### src/rtl/etf_pkg.sv
package etf_pkg;

    typedef enum logic [2:0] {
        S_IDLE,
        S_PRE,
        S_DATA,
        S_FCS,
        S_FIN
    } etf_state_e;

    localparam logic [31:0] CRC_POLY  = 32'h04C1_1DB7;
    localparam logic [31:0] CRC_SEED  = 32'hFFFF_FFFF;
    localparam logic [7:0]  PRE_BYTE  = 8'h55;
    localparam logic [7:0]  SFD_BYTE  = 8'hD5;

    // Fold one byte into the running checksum, bit 0 of the byte first.
    function automatic logic [31:0] crc_fold(input logic [31:0] c, input logic [7:0] d);
        logic [31:0] r;
        logic        fb;
        r = c;
        for (int i = 0; i < 8; i++) begin
            fb = r[31] ^ d[i];
            r  = {r[30:0], 1'b0};
            if (fb) r = r ^ CRC_POLY;
        end
        return r;
    endfunction

endpackage

### src/rtl/etf_defer.sv
module etf_defer #(
    parameter int IFG_BITS = 96
) (
    input  logic clk,
    input  logic rst,
    input  logic crs_i,
    output logic gap_ok_o
);
    localparam int CW = $clog2(IFG_BITS + 1);

    logic [CW-1:0] idle_cnt;

    always_ff @(posedge clk) begin
        if (rst || crs_i) begin
            idle_cnt <= '0;
        end else if (idle_cnt != CW'(IFG_BITS)) begin
            idle_cnt <= idle_cnt + 1'b1;
        end
    end

    assign gap_ok_o = (idle_cnt == CW'(IFG_BITS));

    // Carrier at an edge always restarts the gap.
    assert_gap_restart_R3: assert property (@(posedge clk) disable iff (rst)
        crs_i |=> !gap_ok_o);

endmodule

### src/rtl/etf_crc32.sv
module etf_crc32 (
    input  logic       clk,
    input  logic       rst,
    input  logic       seed_i,
    input  logic       fold_i,
    input  logic [7:0] byte_i,
    input  logic       shift_i,
    output logic       fcs_bit_o
);
    import etf_pkg::*;

    logic [31:0] acc;

    always_ff @(posedge clk) begin
        if (rst || seed_i) begin
            acc <= CRC_SEED;
        end else if (fold_i) begin
            acc <= crc_fold(acc, byte_i);
        end else if (shift_i) begin
            acc <= {acc[30:0], 1'b1};
        end
    end

    assign fcs_bit_o = ~acc[31];

    // Folding and draining never overlap.
    assert_fold_vs_drain_R6: assert property (@(posedge clk) disable iff (rst)
        !(fold_i && shift_i));

endmodule

### src/rtl/eth_tx_framer.sv
module eth_tx_framer #(
    parameter int IFG_BITS  = 96,
    parameter int PRE_BYTES = 7,
    parameter int FCS_BITS  = 32
) (
    input  logic       clk,
    input  logic       rst,
    input  logic       start_i,
    input  logic       crs_i,
    input  logic       crc_dis_i,
    input  logic [7:0] fifo_data_i,
    input  logic       fifo_valid_i,
    input  logic       fifo_last_i,
    output logic       txd_o,
    output logic       txen_o,
    output logic       fifo_pop_o,
    output logic       cmd_o,
    output logic       done_o,
    output logic       underrun_o
);
    import etf_pkg::*;

    localparam int BCW = $clog2(PRE_BYTES + 1);
    localparam int FCW = $clog2(FCS_BITS);

    etf_state_e     st;
    logic [7:0]     sh;
    logic [2:0]     bitc;
    logic [BCW-1:0] bytec;
    logic [FCW-1:0] fcnt;
    logic           cmd, lastb, nocrc, ur;
    logic           gap_ok, fcs_bit, launch, need, byte_end;

    etf_defer #(.IFG_BITS(IFG_BITS)) u_defer (
        .clk      (clk),
        .rst      (rst),
        .crs_i    (crs_i),
        .gap_ok_o (gap_ok)
    );

    etf_crc32 u_crc (
        .clk       (clk),
        .rst       (rst),
        .seed_i    (launch),
        .fold_i    (fifo_pop_o),
        .byte_i    (fifo_data_i),
        .shift_i   (st == S_FCS),
        .fcs_bit_o (fcs_bit)
    );

    always_comb begin
        launch   = (st == S_IDLE) && cmd && gap_ok && !crs_i;
        byte_end = (bitc == 3'd7);
        need     = byte_end && (((st == S_PRE) && (bytec == BCW'(PRE_BYTES)))
                              || ((st == S_DATA) && !lastb));
    end

    assign fifo_pop_o = need && fifo_valid_i;
    assign txen_o     = (st == S_PRE) || (st == S_DATA) || (st == S_FCS);
    assign txd_o      = (st == S_FCS) ? fcs_bit : sh[0];
    assign cmd_o      = cmd;
    assign done_o     = (st == S_FIN);
    assign underrun_o = (st == S_FIN) && ur;

    always_ff @(posedge clk) begin
        if (rst) begin
            st    <= S_IDLE;
            sh    <= '0;
            bitc  <= '0;
            bytec <= '0;
            fcnt  <= '0;
            cmd   <= 1'b0;
            lastb <= 1'b0;
            nocrc <= 1'b0;
            ur    <= 1'b0;
        end else begin
            if (st == S_FIN)          cmd <= 1'b0;
            else if (!cmd && start_i) cmd <= 1'b1;

            unique case (st)
                S_IDLE: if (launch) begin
                    st    <= S_PRE;
                    sh    <= PRE_BYTE;
                    bitc  <= '0;
                    bytec <= '0;
                    nocrc <= crc_dis_i;
                    ur    <= 1'b0;
                end
                S_PRE, S_DATA: begin
                    bitc <= bitc + 1'b1;
                    sh   <= sh >> 1;
                    if (need) begin
                        if (fifo_valid_i) begin
                            st    <= S_DATA;
                            sh    <= fifo_data_i;
                            lastb <= fifo_last_i;
                        end else begin
                            st <= S_FIN;
                            ur <= 1'b1;
                        end
                    end else if (byte_end && st == S_DATA) begin
                        st   <= nocrc ? S_FIN : S_FCS;
                        fcnt <= '0;
                    end else if (byte_end) begin
                        bytec <= bytec + 1'b1;
                        sh    <= (bytec == BCW'(PRE_BYTES - 1)) ? SFD_BYTE : PRE_BYTE;
                    end
                end
                S_FCS: begin
                    fcnt <= fcnt + 1'b1;
                    if (fcnt == FCW'(FCS_BITS - 1)) st <= S_FIN;
                end
                S_FIN:   st <= S_IDLE;
                default: st <= S_IDLE;
            endcase
        end
    end

    // The line is driven only while a command is outstanding.
    assert_txen_needs_cmd_R2: assert property (@(posedge clk) disable iff (rst)
        txen_o |-> cmd_o);
    // Completion drops the command bit.
    assert_done_clears_cmd_R2: assert property (@(posedge clk) disable iff (rst)
        done_o |=> !cmd_o);
    // A frame only opens once the gap has elapsed.
    assert_open_after_gap_R3: assert property (@(posedge clk) disable iff (rst)
        $rose(txen_o) |-> $past(gap_ok));
    // Pops only happen on the line and only on a present byte.
    assert_pop_legal_R5: assert property (@(posedge clk) disable iff (rst)
        fifo_pop_o |-> (txen_o && fifo_valid_i));
    // Done is one cycle wide and txen is already low.
    assert_done_single_R8: assert property (@(posedge clk) disable iff (rst)
        done_o |=> !done_o);
    assert_done_txen_low_R8: assert property (@(posedge clk) disable iff (rst)
        done_o |-> !txen_o);
    // Underrun is reported only as a kind of completion.
    assert_underrun_with_done_R9: assert property (@(posedge clk) disable iff (rst)
        underrun_o |-> done_o);

endmodule

### config.mk
export PLATFORM = sky130hd
export DESIGN_NAME = eth_tx_framer
export DESIGN_NICKNAME = d
export VERILOG_FILES = /design/src/rtl/etf_pkg.sv /design/src/rtl/etf_defer.sv /design/src/rtl/etf_crc32.sv /design/src/rtl/eth_tx_framer.sv
export SDC_FILE = /design/constraint.sdc
export NUM_CORES = 1
export LEC_CHECK = 0
export CAP_MARGIN = 25
export CORE_MARGIN = 3
export CORE_UTILIZATION = 60
export DETAILED_ROUTE_END_ITERATION = 8
export HOLD_SLACK_MARGIN = 0.03
export PLACE_DENSITY = 0.83
export SYNTH_ARGS = -nofsm -noshare
export SYNTH_HDL_FRONTEND = slang
export SYNTH_SLANG_ARGS = --single-unit
### constraint.sdc
create_clock -name clk -period 2.41 [get_ports clk]
set_input_delay 0.241 -clock clk [delete_from_list [all_inputs] [get_ports clk]]
set_output_delay 0.241 -clock clk [all_outputs]
set_load 0.02 [all_outputs]
==> flow_summary.json <==
{
  "mappedNetlistArea_sq_um": 3910,
  "floorplan.initialDensity_pct": 63.8,
  "net_count_of_the_mapped_netlist": 501,
  "final_core_utilization_pct": 72.4,
  "gr-total-overflow": 0,
  "vdd_ir_drop_max_mv": 0.619,
  "routabilityCongestion": 0.892,
  "drt_first_pass_iters": 5,
  "async_flop_share_pct": 0,
  "fmax_mhz": 452,
  "synth_top_cell_area_share_pct": 33.2,
  "library_cell_occupying_the_most_area_in_the_post_synthesis_netlist": "dfxtp_1",
  "clock-root-buffer": "clkbuf_8",
  "rsz0062_at_grt": "false",
  "ctsHtreeMaxLevel": 3,
  "post-route-drc-count": 0,
  "cp.required_ps": 2640,
  "run_status": "complete, no violations",
  "grt_antenna_before_repair": 0,
  "finalCriticalPeriod_ps": 2210,
  "timing.slew.headroom_pct": 58.5,
  "clock_sinks": 65,
  "antenna-diode-count": 0,
  "cp-start-kind": "flip-flop",
  "fin_nets": 522,
  "io_pins": 21,
  "dieHeight_um": 86.8,
  "yosys_register_bits": 65,
  "number_of_enable_type_register_cells_in_the_synthesized_netlist": 0,
  "ys_types": 53,
  "route.final.wire_length_um": 9120,
  "synth.avg_cell_area_sq_um": 8.20,
  "synthToLayoutAreaGrowth_pct": 13.4,
  "max_cap_violations": 0,
  "clk_transition_reported_paths_ps": 70,
  "worst-path-max-fanout": 8,
  "worst_path_max_delay_cell": "and2_0",
  "synth_sequential_area_ratio_pct": 33.2,
  "yosysWarnings": 0,
  "sum_of_net_half_perimeters_after_detailed_placement_um": 6370,
  "grt_pass1_wl_um": 15300,
  "layout_commonest_cell": "nand2_1",
  "totalNegativeSetupSlack_ps": 0,
  "clk_path_buf_depth": 2,
  "p_per_area_nw_per_um2": 676,
  "arrival_ps": 2450,
  "synthFlopType": "dfxtp_1",
  "seq_area_sq_um": 1300,
  "final_max_slew_viol_count": 0,
  "leakagePower_nw": 1.79,
  "netlist_instances": 477,
  "final.period_utilization_pct": 91.9,
  "share_of_final_layout_standard_cells_stronger_than_drive_strength_1_pct": 11.5,
  "layout.filler_cells": 454,
  "cp-end-kind": "flip-flop",
  "route.detailed.vias_per_inst": 5.85,
  "cp_cell_sequence": "inv_1 > ha_1 > nand4b_1 > nor3_2 > nand3_1 > and2_0 > a22oi_1 > nor2_1",
  "min-delay-path-class": "reg -> reg",
  "first_iter_violations": 304,
  "cp_slowest_stage_delay_ps": 390,
  "clock_insertion_delay_worst_skew_ps": 350,
  "route.detailed.wl_per_inst_um": 15.8,
  "pin_slew_with_the_least_headroom_to_its_limit_ps": 620,
  "final_cell_mix": "nand2_1, dfxtp_1, xnor2_1, a21oi_1, nor2_1",
  "grt_use_total_pct": 26.2,
  "die_area_sq_um": 7530,
  "cts.repair_timing.setup_buffer_count": 0,
  "area_taken_by_multi_input_logic_gates_sq_um": 2480,
  "final_hold_viol_count": 0,
  "yosys-top-cells-area": "dfxtp_1, xnor2_1, nand2_1, xnor2_2, a21oi_1",
  "grt_pass1_vias": 3210,
  "numPortBuffers": 20,
  "design.core.area_sq_um": 6130,
  "num_vias": 3381,
  "std_cell_rows": 28,
  "cts-buffers-inserted": 9,
  "setup_viol": 0,
  "final_antenna_net_count": 0,
  "cts_tree": "yes",
  "fp.dieW_um": 86.8,
  "timing_worst_setup_path_type": "reg -> reg",
  "worst_clock_skew_ps": 7.38,
  "grt_start_max_net_pins": 38,
  "cts.hold.buffers_added": 0
}
[flip-flops by register name (all words and copies together), names as in the netlist]
signal            flops
bitc                  3
fcnt                  5
lastb                 1
sh                    8
nocrc                 1
u_crc.acc            32
bytec                 3
u_defer.idle_cnt      7
ur                    1
st                    3
cmd_o                 1
[critical path: cells and delay by family, from the launching register on]
kind	cells	cell delay, ps
fa+ha+maj	1	150
compound gates	1	250
flops	1	350
buf+inv	1	100
simple gates	5	1260
[where the power goes]
part,total [W],internal (W),switching [W]
Sequential,0.00114,0.00110,0.0000308
Combinational,0.000913,0.000393,0.000520
Clock,0.000952,0.000507,0.000445
[worst paths after layout]
kind                             from  endpoint  slack, ps  cells past startpoint
setup / recovery  u_defer.idle_cnt[0]     sh[5]        200                      8
hold / removal                  sh[7]     sh[7]        450                      2
setup reg to reg  u_defer.idle_cnt[0]     sh[5]        200                      8
hold reg to reg                 sh[7]     sh[7]        450                      2
[layer usage]
layer | up-vias | global-route usage, % | routed length (um) | part of all wire, %
li1 | 1658 | - | - | -
met1 | 1613 | 35.8 | 4170 | 46
met2 | 100 | 41.9 | 4300 | 47
met3 | 10 | 5.51 | 527 | 5.8
met4 | 0 | 7.08 | 116 | 1.3
met5 | - | 0 | 0 | 0
[cells by family after synthesis]
logic type                 count (synthesis)  synth area share (%)
AOI/OAI and AO/OA                         94                  15.0
xor gates and xnor gates                  79                  22.3
adders and majority gates                 10                  3.16
buffers and inverters                     33                  3.55
DFF                                       65                  33.2
muxes                                      4                  1.02
and+or+nand+nor                          192                  21.8
[cell type report]
type	instances	area share, %
clock inverter	6	1.52
multi-input combinational	379	55.9
tap	75	2.11
sequential	65	29.3
clock buffer	10	3.10
timing repair buffer	35	7.36
inverter	8	0.705
[per-stage QoR]
step	hold WS (ps)	area (sq um)	cells	power, W	setup slack (ps)
6_report	453	4440	578	0.00300	195
5_1_grt	486	4440	578	0.00317	13.1
4_1_cts	455	4440	578	0.00301	172
3_5_place_dp	445	4230	562	0.00205	127
3_3_place_gp	442	4230	562	0.00203	178
2_1_floorplan	318	3910	477	0.00182	537
[synthesized netlist by cell type, types with 2 or more instances]
cell type  count
xnor2_4        4
a21o_1         4
nand3_1       25
o311ai_0       5
ha_1           9
xnor2_1       49
a22oi_1        7
or3_1          3
a211oi_1       2
nand2_1       97
buf_1          2
and3_1         4
a22o_1         3
a31oi_1        2
buf_4          2
xnor2_2       12
nor3_1         9
o21ai_0       15
buf_2          5
nand2b_1       3
mux2i_1        4
nand3b_1       3
o22ai_1        3
inv_1          7
a311oi_1       2
o21ai_1        5
xor2_2         2
dfxtp_1       65
clkbuf_1      16
nor2_1        35
xor2_1        12
and2_1         3
a21oi_1       37
nor2b_1        2
[timing repair]
action / in CTS / in global routing
endpoints found under the setup margin: 1 / 1
resized for setup: 1 / 1
pin swaps: 0 / 0
gates cloned: 0 / 0
Power figures use the tool's default switching activity.
